### config.mk
export PLATFORM = sky130hd
export DESIGN_NAME = i2c_addr_match
export DESIGN_NICKNAME = d
export VERILOG_FILES = /design/src/rtl/i2cam_pkg.sv /design/src/rtl/i2cam_cmp7.sv /design/src/rtl/i2cam_cmp10.sv /design/src/rtl/i2c_addr_match.sv
export SDC_FILE = /design/constraint.sdc
export NUM_CORES = 1
export LEC_CHECK = 0
export ABC_AREA = 0
export BUFFER_PORTS_ARGS = -buffer_cell sky130_fd_sc_hd__buf_2
export CAP_MARGIN = 25
export CELL_PAD_IN_SITES_DETAIL_PLACEMENT = 1
export CELL_PAD_IN_SITES_GLOBAL_PLACEMENT = 1
export CORE_ASPECT_RATIO = 0.6
export CORE_MARGIN = 2
export CORE_UTILIZATION = 37
export DETAILED_ROUTE_END_ITERATION = 12
export PLACE_DENSITY_LB_ADDON = 0.1
export SETUP_SLACK_MARGIN = 0.15
export SYNTH_ARGS = -nofsm -noshare
export SYNTH_HDL_FRONTEND = slang
export SYNTH_SLANG_ARGS = --single-unit
### constraint.sdc
create_clock -name clk -period 4.1 [get_ports clk]
set_input_delay 0.82 -clock clk [delete_from_list [all_inputs] [get_ports clk]]
set_output_delay 0.82 -clock clk [all_outputs]
set_load 0.02 [all_outputs]
### src/rtl/i2cam_pkg.sv
// Package: shared widths and the address-phase state encoding of the
// slave address matcher. Assumes a byte-oriented receiver in front.
package i2cam_pkg;
    localparam int BYTE_W = 8;
    localparam int A7_W   = 7;
    localparam int A10_W  = 10;

    typedef enum logic [1:0] {
        ST_IDLE = 2'd0,   // no START seen since reset or STOP
        ST_ADDR = 2'd1,   // next byte is the first address byte
        ST_LOW  = 2'd2,   // extended header accepted, low byte next
        ST_HOLD = 2'd3    // address phase over, data bytes ignored
    } am_state_e;
endpackage

### src/rtl/i2cam_cmp7.sv
// Module: single-byte address comparator. Tests bits 7..1 of the received
// byte against the primary address, the upper address (single or as a
// window top) and the broadcast byte. Purely combinational.
// Assumes the upper address is programmed above the primary in window mode.
module i2cam_cmp7 #(
    parameter int          BYTE_W     = 8,
    parameter int          A7_W       = 7,
    parameter logic [7:0]  GCALL_BYTE = 8'h00
) (
    input  logic [BYTE_W-1:0] byte_i,
    input  logic [A7_W-1:0]   prim7_i,
    input  logic [A7_W-1:0]   upper7_i,
    input  logic              range_en_i,
    input  logic              gcall_en_i,
    output logic              hit_o,
    output logic              gc_hit_o
);
    logic [A7_W-1:0] rx_addr;
    logic            prim_eq;
    logic            upper_on;
    logic            upper_eq;
    logic            in_window;

    // Compare the incoming address with every 7-bit candidate.
    always_comb begin
        rx_addr   = byte_i[BYTE_W-1:1];
        prim_eq   = (rx_addr == prim7_i);
        upper_on  = (upper7_i != '0);
        upper_eq  = upper_on && !range_en_i && (rx_addr == upper7_i);
        in_window = upper_on && range_en_i &&
                    (rx_addr > prim7_i) && (rx_addr <= upper7_i);
        gc_hit_o  = gcall_en_i && (byte_i == GCALL_BYTE[BYTE_W-1:0]);
        hit_o     = prim_eq || upper_eq || in_window || gc_hit_o;
    end
endmodule

### src/rtl/i2cam_cmp10.sv
// Module: extended-address comparator. Checks the header byte (tag plus
// the two top address bits) and the low byte against the primary and the
// second 10-bit address. Purely combinational; sequencing lives in the top.
module i2cam_cmp10 #(
    parameter int         BYTE_W  = 8,
    parameter int         A7_W    = 7,
    parameter int         A10_W   = 10,
    parameter logic [4:0] HDR_TAG = 5'b11110
) (
    input  logic [BYTE_W-1:0] byte_i,
    input  logic [A10_W-1:0]  prim10_i,
    input  logic [A7_W-1:0]   upper7_i,
    output logic              hdr_ok_o,
    output logic              low_hit_o
);
    localparam int TAG_W = BYTE_W - 3;
    localparam int HI_W  = A10_W - BYTE_W;

    logic [BYTE_W-1:0] sec_low;

    // Header check and low-byte check against both 10-bit candidates.
    always_comb begin
        sec_low   = {prim10_i[A7_W], upper7_i};
        hdr_ok_o  = (byte_i[BYTE_W-1 -: TAG_W] == HDR_TAG[TAG_W-1:0]) &&
                    (byte_i[HI_W:1] == prim10_i[A10_W-1:BYTE_W]);
        low_hit_o = (byte_i == prim10_i[BYTE_W-1:0]) ||
                    ((upper7_i != '0) && (byte_i == sec_low));
    end
endmodule

### src/rtl/i2c_addr_match.sv
// Module: I2C target address matcher (top). Tracks the address phase after
// each START, registers the match and direction, and pulses an ACK request
// for each accepted address byte. Assumes START/STOP/byte strobes are
// single-cycle and mutually ordered by the bit-level receiver.
module i2c_addr_match
    import i2cam_pkg::*;
#(
    parameter logic [7:0] GCALL_BYTE = 8'h00,
    parameter logic [4:0] HDR_TAG    = 5'b11110
) (
    input  logic              clk,
    input  logic              rst_n,
    input  logic              start_i,
    input  logic              stop_i,
    input  logic              byte_vld_i,
    input  logic [BYTE_W-1:0] byte_i,
    input  logic              ext_mode_i,
    input  logic              range_en_i,
    input  logic              gcall_en_i,
    input  logic [A10_W-1:0]  prim_addr_i,
    input  logic [A7_W-1:0]   upper_addr_i,
    output logic              match_o,
    output logic              dir_tx_o,
    output logic              ack_o
);
    am_state_e state_q;
    logic      rw_q;
    logic      hit7;
    logic      gc_hit;
    logic      hdr_ok;
    logic      low_hit;

    i2cam_cmp7 #(
        .BYTE_W     (BYTE_W),
        .A7_W       (A7_W),
        .GCALL_BYTE (GCALL_BYTE)
    ) u_cmp7 (
        .byte_i     (byte_i),
        .prim7_i    (prim_addr_i[A7_W-1:0]),
        .upper7_i   (upper_addr_i),
        .range_en_i (range_en_i),
        .gcall_en_i (gcall_en_i),
        .hit_o      (hit7),
        .gc_hit_o   (gc_hit)
    );

    i2cam_cmp10 #(
        .BYTE_W  (BYTE_W),
        .A7_W    (A7_W),
        .A10_W   (A10_W),
        .HDR_TAG (HDR_TAG)
    ) u_cmp10 (
        .byte_i    (byte_i),
        .prim10_i  (prim_addr_i),
        .upper7_i  (upper_addr_i),
        .hdr_ok_o  (hdr_ok),
        .low_hit_o (low_hit)
    );

    // Address-phase sequencer with registered match, direction and ACK.
    always_ff @(posedge clk) begin
        if (!rst_n) begin
            state_q  <= ST_IDLE;
            rw_q     <= 1'b0;
            match_o  <= 1'b0;
            dir_tx_o <= 1'b0;
            ack_o    <= 1'b0;
        end else begin
            ack_o <= 1'b0;
            if (start_i) begin
                state_q  <= ST_ADDR;
                match_o  <= 1'b0;
                dir_tx_o <= 1'b0;
            end else if (stop_i) begin
                state_q  <= ST_IDLE;
                match_o  <= 1'b0;
                dir_tx_o <= 1'b0;
            end else if (byte_vld_i) begin
                case (state_q)
                    ST_ADDR: begin
                        if (!ext_mode_i) begin
                            match_o  <= hit7;
                            dir_tx_o <= hit7 && byte_i[0];
                            ack_o    <= hit7;
                            state_q  <= ST_HOLD;
                        end else if (hdr_ok) begin
                            ack_o   <= 1'b1;
                            rw_q    <= byte_i[0];
                            state_q <= ST_LOW;
                        end else if (gc_hit) begin
                            match_o  <= 1'b1;
                            dir_tx_o <= 1'b0;
                            ack_o    <= 1'b1;
                            state_q  <= ST_HOLD;
                        end else begin
                            state_q <= ST_HOLD;
                        end
                    end
                    ST_LOW: begin
                        match_o  <= low_hit;
                        dir_tx_o <= low_hit && rw_q;
                        ack_o    <= low_hit;
                        state_q  <= ST_HOLD;
                    end
                    default: begin
                        state_q <= state_q;
                    end
                endcase
            end
        end
    end
endmodule

==> flow_summary.json, run 1 <==
{
  "ys_types": 35,
  "fillers": 328,
  "setup_tns_ps": 0,
  "grt_pass1_vias": 1001,
  "cap_violations": 0,
  "drv_slew": 0,
  "fin_util_pct": 48.4,
  "p_leak_nw": 0.539,
  "synth_nets": 169,
  "hold_path_end": "dir_tx_o",
  "io_buffers": 35,
  "critPathKind": "in -> reg",
  "drc": 0,
  "h-tree-depth": 1,
  "fmax_mhz": 441,
  "place.gp.congestion": 0.846,
  "cpMaxStageDelayCell": "ha_1",
  "avgViaCountPerCell": 5.30,
  "final_antenna_net_count": 0,
  "p_int_uw": 166,
  "synth_edf_count": 0,
  "hold_buffers": 0,
  "power.switching_uw": 80.9,
  "io_pins": 36,
  "track_usage_pct": 20.6,
  "syn_area_um2": 943,
  "antenna_found_initial": 0,
  "crit_path_max_incr_delay_ps": 330,
  "die_y_um": 43.1,
  "yosysWarningCount": 0,
  "comb_power_share_pct": 38.3,
  "hold_class": "reg -> reg",
  "grt_pass1_wl_um": 4690,
  "drt_iter0_markers": 57,
  "status": "finished clean",
  "fin_area_um2": 1200,
  "share_seq_of_total_power_pct": 24.5,
  "rsz0062_at_grt": "no",
  "final.min_clock_period_ps": 2270,
  "startpoint_type": "input port",
  "tightest_slew_ps": 706,
  "maxSlewHeadroom_pct": 52.9,
  "path_cells": "buf_2 -> ha_1 -> nand4_1 -> or2_2 -> o311ai_1 -> a31o_1 -> a2bb2oi_1 -> o22ai_1",
  "critPathBufInv": 1,
  "initial_core_util_pct": 38.2,
  "cp_top_family": "compound AO/OA/AOI/OAI gates",
  "rr_startpoint": "state_q[0]",
  "synth-async-reset-ratio_pct": 0,
  "cp_data_arrival_time_ps": 2420,
  "clk_pin_slew_ps": 40,
  "ys.flop_type": "dfxtp_1",
  "r2r-end": "state_q[0]",
  "synth_seq_area_share_pct": 12.7,
  "setup_violations": 0,
  "clock-sinks": 6,
  "drive_gt1_share_pct": 26.8,
  "regArea_um2": 120,
  "drt-total-wl_um": 2830,
  "whs_path_depth": 2,
  "multi_input_area_um2": 756,
  "skew_ps": 4.66,
  "avgSynthCellArea_um2": 7.86,
  "cts_max_path_buffers": 2,
  "cts_tree": "built",
  "rows": 14,
  "grt_overflow_total": 0,
  "irDropWorstVdd_mv": 0.153,
  "core_um2": 2470,
  "cts_resized": 0,
  "cts_root_buffer": "clkbuf_8",
  "antenna_cells": 0,
  "ys_ff_latch": 6,
  "first_pass_iters": 4,
  "fin_nets": 208,
  "p_clk_share_pct": 37.1,
  "crit_fanout": 5,
  "worstHoldStart": "dir_tx_o",
  "cts_setup_buffers": 0,
  "dieArea_um2": 2980,
  "swShare_pct": 32.7,
  "synthCells": 120,
  "finalHoldViolations": 0,
  "cp-end-kind": "flop",
  "vias": 1002,
  "p_per_area_nw_per_um2": 207,
  "timing.final.crit_share_pct": 55.3,
  "area_delta_synth_final_pct": 26.8,
  "hpwl_um": 2430,
  "die_w_um": 69.2,
  "required_ps": 4250,
  "place_area_um2": 1150,
  "grt_start_max_net_pins": 8,
  "clkLatencyLatePin_ps": 230,
  "r2r_setup_slack_ps": 2530,
  "hold_slack_ps": 477,
  "worst_r2r_path_depth": 6,
  "wire_per_inst_um": 15.0,
  "cts_buffers": 3
}
## synthesized netlist by cell type (2+ instances only)
cell | count | area share (%)
inv_1 | 17 | 6.8
ha_1 | 16 | 21
xnor2_1 | 15 | 14
nand2_1 | 9 | 3.6
a21oi_1 | 8 | 4.2
dfxtp_1 | 6 | 13
nand4_1 | 5 | 3.3
nand3_1 | 4 | 2.1
nor2b_1 | 4 | 2.7
o21ai_0 | 4 | 2.1
nor4_1 | 3 | 2.0
o21a_1 | 3 | 2.4
nand3b_1 | 2 | 1.6
nor3b_1 | 2 | 1.6
xor2_1 | 2 | 1.9
## metal layers
metal | GRT usage (%) | up-vias | part of all wire (%)
li1 | - | 511 | -
met1 | 29.2 | 462 | 55
met2 | 30.6 | 27 | 39
met3 | 6.89 | 2 | 5.7
met4 | 3.53 | 0 | 0.71
met5 | 0 | - | 0
## stage by stage
| stage | cells | setup slack [ps] | power, mW |
|---|---|---|---|
| floorplan | 120 | 1690 | 0.113 |
| global placement | 186 | 1620 | 0.152 |
| detailed placement | 186 | 1570 | 0.156 |
| CTS | 189 | 1820 | 0.251 |
| global route | 189 | 1640 | 0.266 |
| finish | 189 | 1830 | 0.247 |
## cell usage in the layout (no fill, tap or decap), drive strengths merged, types with 3 or more instances in the layout
cell type	n
buf	35
inv	17
ha	16
xnor2	15
nand2	9
a21oi	8
dfxtp	6
nand4	5
o21ai	4
nand3	4
nor2b	4
nor4	4
o21a	3
clkbuf	3
## layout make-up
type / count / share of cell area (%)
multi-input cells: 96 / 63.2
repair buffers: 35 / 14.6
inverters: 17 / 5.33
well taps: 32 / 3.35
clock buffers: 3 / 3.45
flip-flops and latches: 6 / 10.0
## tightest hold or removal path: cells and delay by family (launching register included)
kind               cells  cell delay [ps]
DFF                    1              300
AOI/OAI and AO/OA      1               70
and+or+nand+nor        1               50
## registers in the layout, summed over array words and instances (netlist names)
register / cells
ack_o: 1
dir_tx_o: 1
match_o: 1
rw_q: 1
state_q: 2
## power by group through the flow
stage               Clock (mW)  Combinational [mW]  Sequential [mW]
floorplan                    0              0.0520           0.0615
global placement             0              0.0907           0.0614
finish                  0.0918              0.0948           0.0606
global route            0.0987               0.106           0.0607
CTS                     0.0956              0.0949           0.0606
detailed placement           0              0.0941           0.0615
## kinds of logic (layout without fill, tap and decap cells)
family          Yosys count  after routing  synth area share, %
xor+xnor                 17             17                 15.8
fa+ha+maj                16             16                 21.2
flops                     6              6                 12.7
buf+inv                  18             55                 7.16
compound gates           26             26                 18.6
mux                       1              1                 1.06
simple gates             36             36                 23.5
## how the worst max path moves through the flow
stage	from	to	slack, ps	cells after the start
global placement	byte_i[7]	ack_o	1620	8
detailed placement	byte_i[7]	dir_tx_o	1570	8
CTS	byte_i[7]	dir_tx_o	1820	8
global route	byte_i[7]	ack_o	1640	8
floorplan	byte_i[1]	ack_o	1690	9
finish	byte_i[7]	dir_tx_o	1830	8
No activity file was read; power rests on OpenSTA's default activity.
==> run 2: changes to the inputs <==
--- a/config.mk
+++ b/config.mk
@@ -12,7 +12,7 @@
 export CELL_PAD_IN_SITES_GLOBAL_PLACEMENT = 1
 export CORE_ASPECT_RATIO = 0.6
 export CORE_MARGIN = 2
-export CORE_UTILIZATION = 37
+export CORE_UTILIZATION = 31
 export DETAILED_ROUTE_END_ITERATION = 12
 export PLACE_DENSITY_LB_ADDON = 0.1
 export SETUP_SLACK_MARGIN = 0.15
==> constraint.sdc (replaced) <==
create_clock -name clk -period 1.99 [get_ports clk]
set_input_delay 0.398 -clock clk [delete_from_list [all_inputs] [get_ports clk]]
set_output_delay 0.398 -clock clk [all_outputs]
set_load 0.02 [all_outputs]
==> run 2 against run 1 <==
  * Clock skew down 2.7 ps
  * Via count up 10%
  * Flip-flop and latch count unchanged
  * Worst setup slack worse by 1700 ps
  * Worst hold slack worse by 65 ps
  * Critical path depth unchanged
  * Highest routed layer unchanged
==> flow_summary.json, run 2 (same netlist as run 1, synthesis figures left out) <==
{
  "top_register": "state_q",
  "setup_tns_ps": 0,
  "antenna_found_initial": 0,
  "io_buffers": 35,
  "skew_ps": 1.94,
  "required_ps": 2140,
  "critPathKind": "in -> reg",
  "rows": 15,
  "final_cells": 220,
  "track_usage_pct": 21.5,
  "largest_register_ffs": 2,
  "wl_met2_um": 1470,
  "grt_overflow_total": 0,
  "cp-end-kind": "flop",
  "fin_nets": 229,
  "die_w_um": 75.2,
  "cts_buffers": 3,
  "clock-sinks": 6,
  "crit_fanout": 3,
  "cp_data_arrival_time_ps": 1970,
  "final_antenna_net_count": 0,
  "area_delta_synth_final_pct": 61.4,
  "place_area_um2": 1310,
  "cts_tree": "built",
  "grt_start_max_net_pins": 8,
  "hpwl_um": 2910,
  "cts_root_buffer": "clkbuf_8",
  "fin_util_pct": 52.7,
  "drt_iter0_markers": 33,
  "vias": 1102,
  "wire_per_inst_um": 15.6,
  "initial_core_util_pct": 32.6,
  "drive_gt1_share_pct": 46.6,
  "h-tree-depth": 1,
  "drc": 0,
  "clk_pin_slew_ps": 40,
  "avgViaCountPerCell": 5.01,
  "status": "finished clean",
  "cts_max_path_buffers": 2,
  "timing.final.crit_share_pct": 91.1,
  "cap_violations": 0,
  "place.gp.congestion": 0.835,
  "tightest_slew_ps": 329,
  "final_cell_mix": "buf_4, buf_2, xnor2_1, inv_1, nand2_1",
  "maxSlewHeadroom_pct": 77.8,
  "fin_area_um2": 1520,
  "fin_ws_ps": 177,
  "p_leak_nw": 0.647,
  "io_pins": 36,
  "grt_pass1_vias": 1088,
  "p_per_area_nw_per_um2": 383,
  "irDropWorstVdd_mv": 0.163,
  "layout_commonest_cell": "buf_4",
  "dp_slack_ps": -162,
  "antenna_cells": 0,
  "fmax_mhz": 551,
  "first_pass_iters": 4,
  "dieArea_um2": 3520,
  "final.min_clock_period_ps": 1810,
  "core_um2": 2890,
  "rsz0062_at_grt": "no",
  "drv_slew": 0,
  "setup_violations": 0,
  "startpoint_type": "input port",
  "top_layer": "met4",
  "clkLatencyLatePin_ps": 230,
  "die_y_um": 46.7,
  "hold_slack_ps": 412,
  "finalHoldViolations": 0,
  "dr_wl_met3_um": 237,
  "total_power_uw": 583,
  "fillers": 373,
  "met1Wirelength_um": 1710,
  "grt_pass1_wl_um": 5320,
  "hold_class": "in -> reg",
  "dp.cells": 215,
  "drt-total-wl_um": 3440
}
==> run 2: changes by cell type in the layout (fill, tap and decap cells not counted), sizes merged <==
cell  change
buf      +21
==> run 2: timing repair <==
| action | 4_1_cts | 5_1_grt |
|---|---|---|
| setup endpoints to repair | 3 | 4 |
| gates resized for setup | 1 | 34 |
| pin swaps | 1 | 6 |
| hold buffers | 0 | 0 |
| buffers inserted | 1 | 1 |
==> run 2: cell type report <==
class	instances	area (um^2)	share of cell area, %
multi-input cells	96	882	57.9
repair buffers	56	363	23.8
flip-flops and latches	6	120	7.89
inverters	17	63.8	4.19
well taps	42	52.6	3.45
clock buffers	3	41.3	2.71
==> run 2: power by group <==
part           internal [mW]  switching (mW)  leakage, nW
clock                  0.131          0.0598       0.0216
sequential             0.123         0.00197       0.0487
combinational          0.134           0.134        0.577
total                  0.388           0.196        0.647
==> run 2: routing by layer <==
| layer | track usage, % | vias to the layer above |
|---|---|---|
| met5 | 0 | - |
| met4 | 4.21 | 0 |
| met3 | 6.44 | 2 |
| met2 | 32.1 | 37 |
| met1 | 31.0 | 516 |
| li1 | - | 547 |
==> run 2: final timing paths <==
| check | startpoint | endpoint | slack, ps | cells after the start |
|---|---|---|---|---|
| setup reg to reg | state_q[0] | state_q[0] | 390 | 6 |
| hold / removal | rst_n | state_q[0] | 410 | 2 |
| setup / recovery | byte_i[7] | ack_o | 180 | 8 |
| hold reg to reg | dir_tx_o | dir_tx_o | 460 | 2 |
==> run 2: critical path, stage by stage <==
cell and delay, ps:
buf_4 140, ha_4 270, nand4_1 170, or2_4 280
o311ai_2 240, a31o_1 220, o211ai_2 90, a21oi_1 150
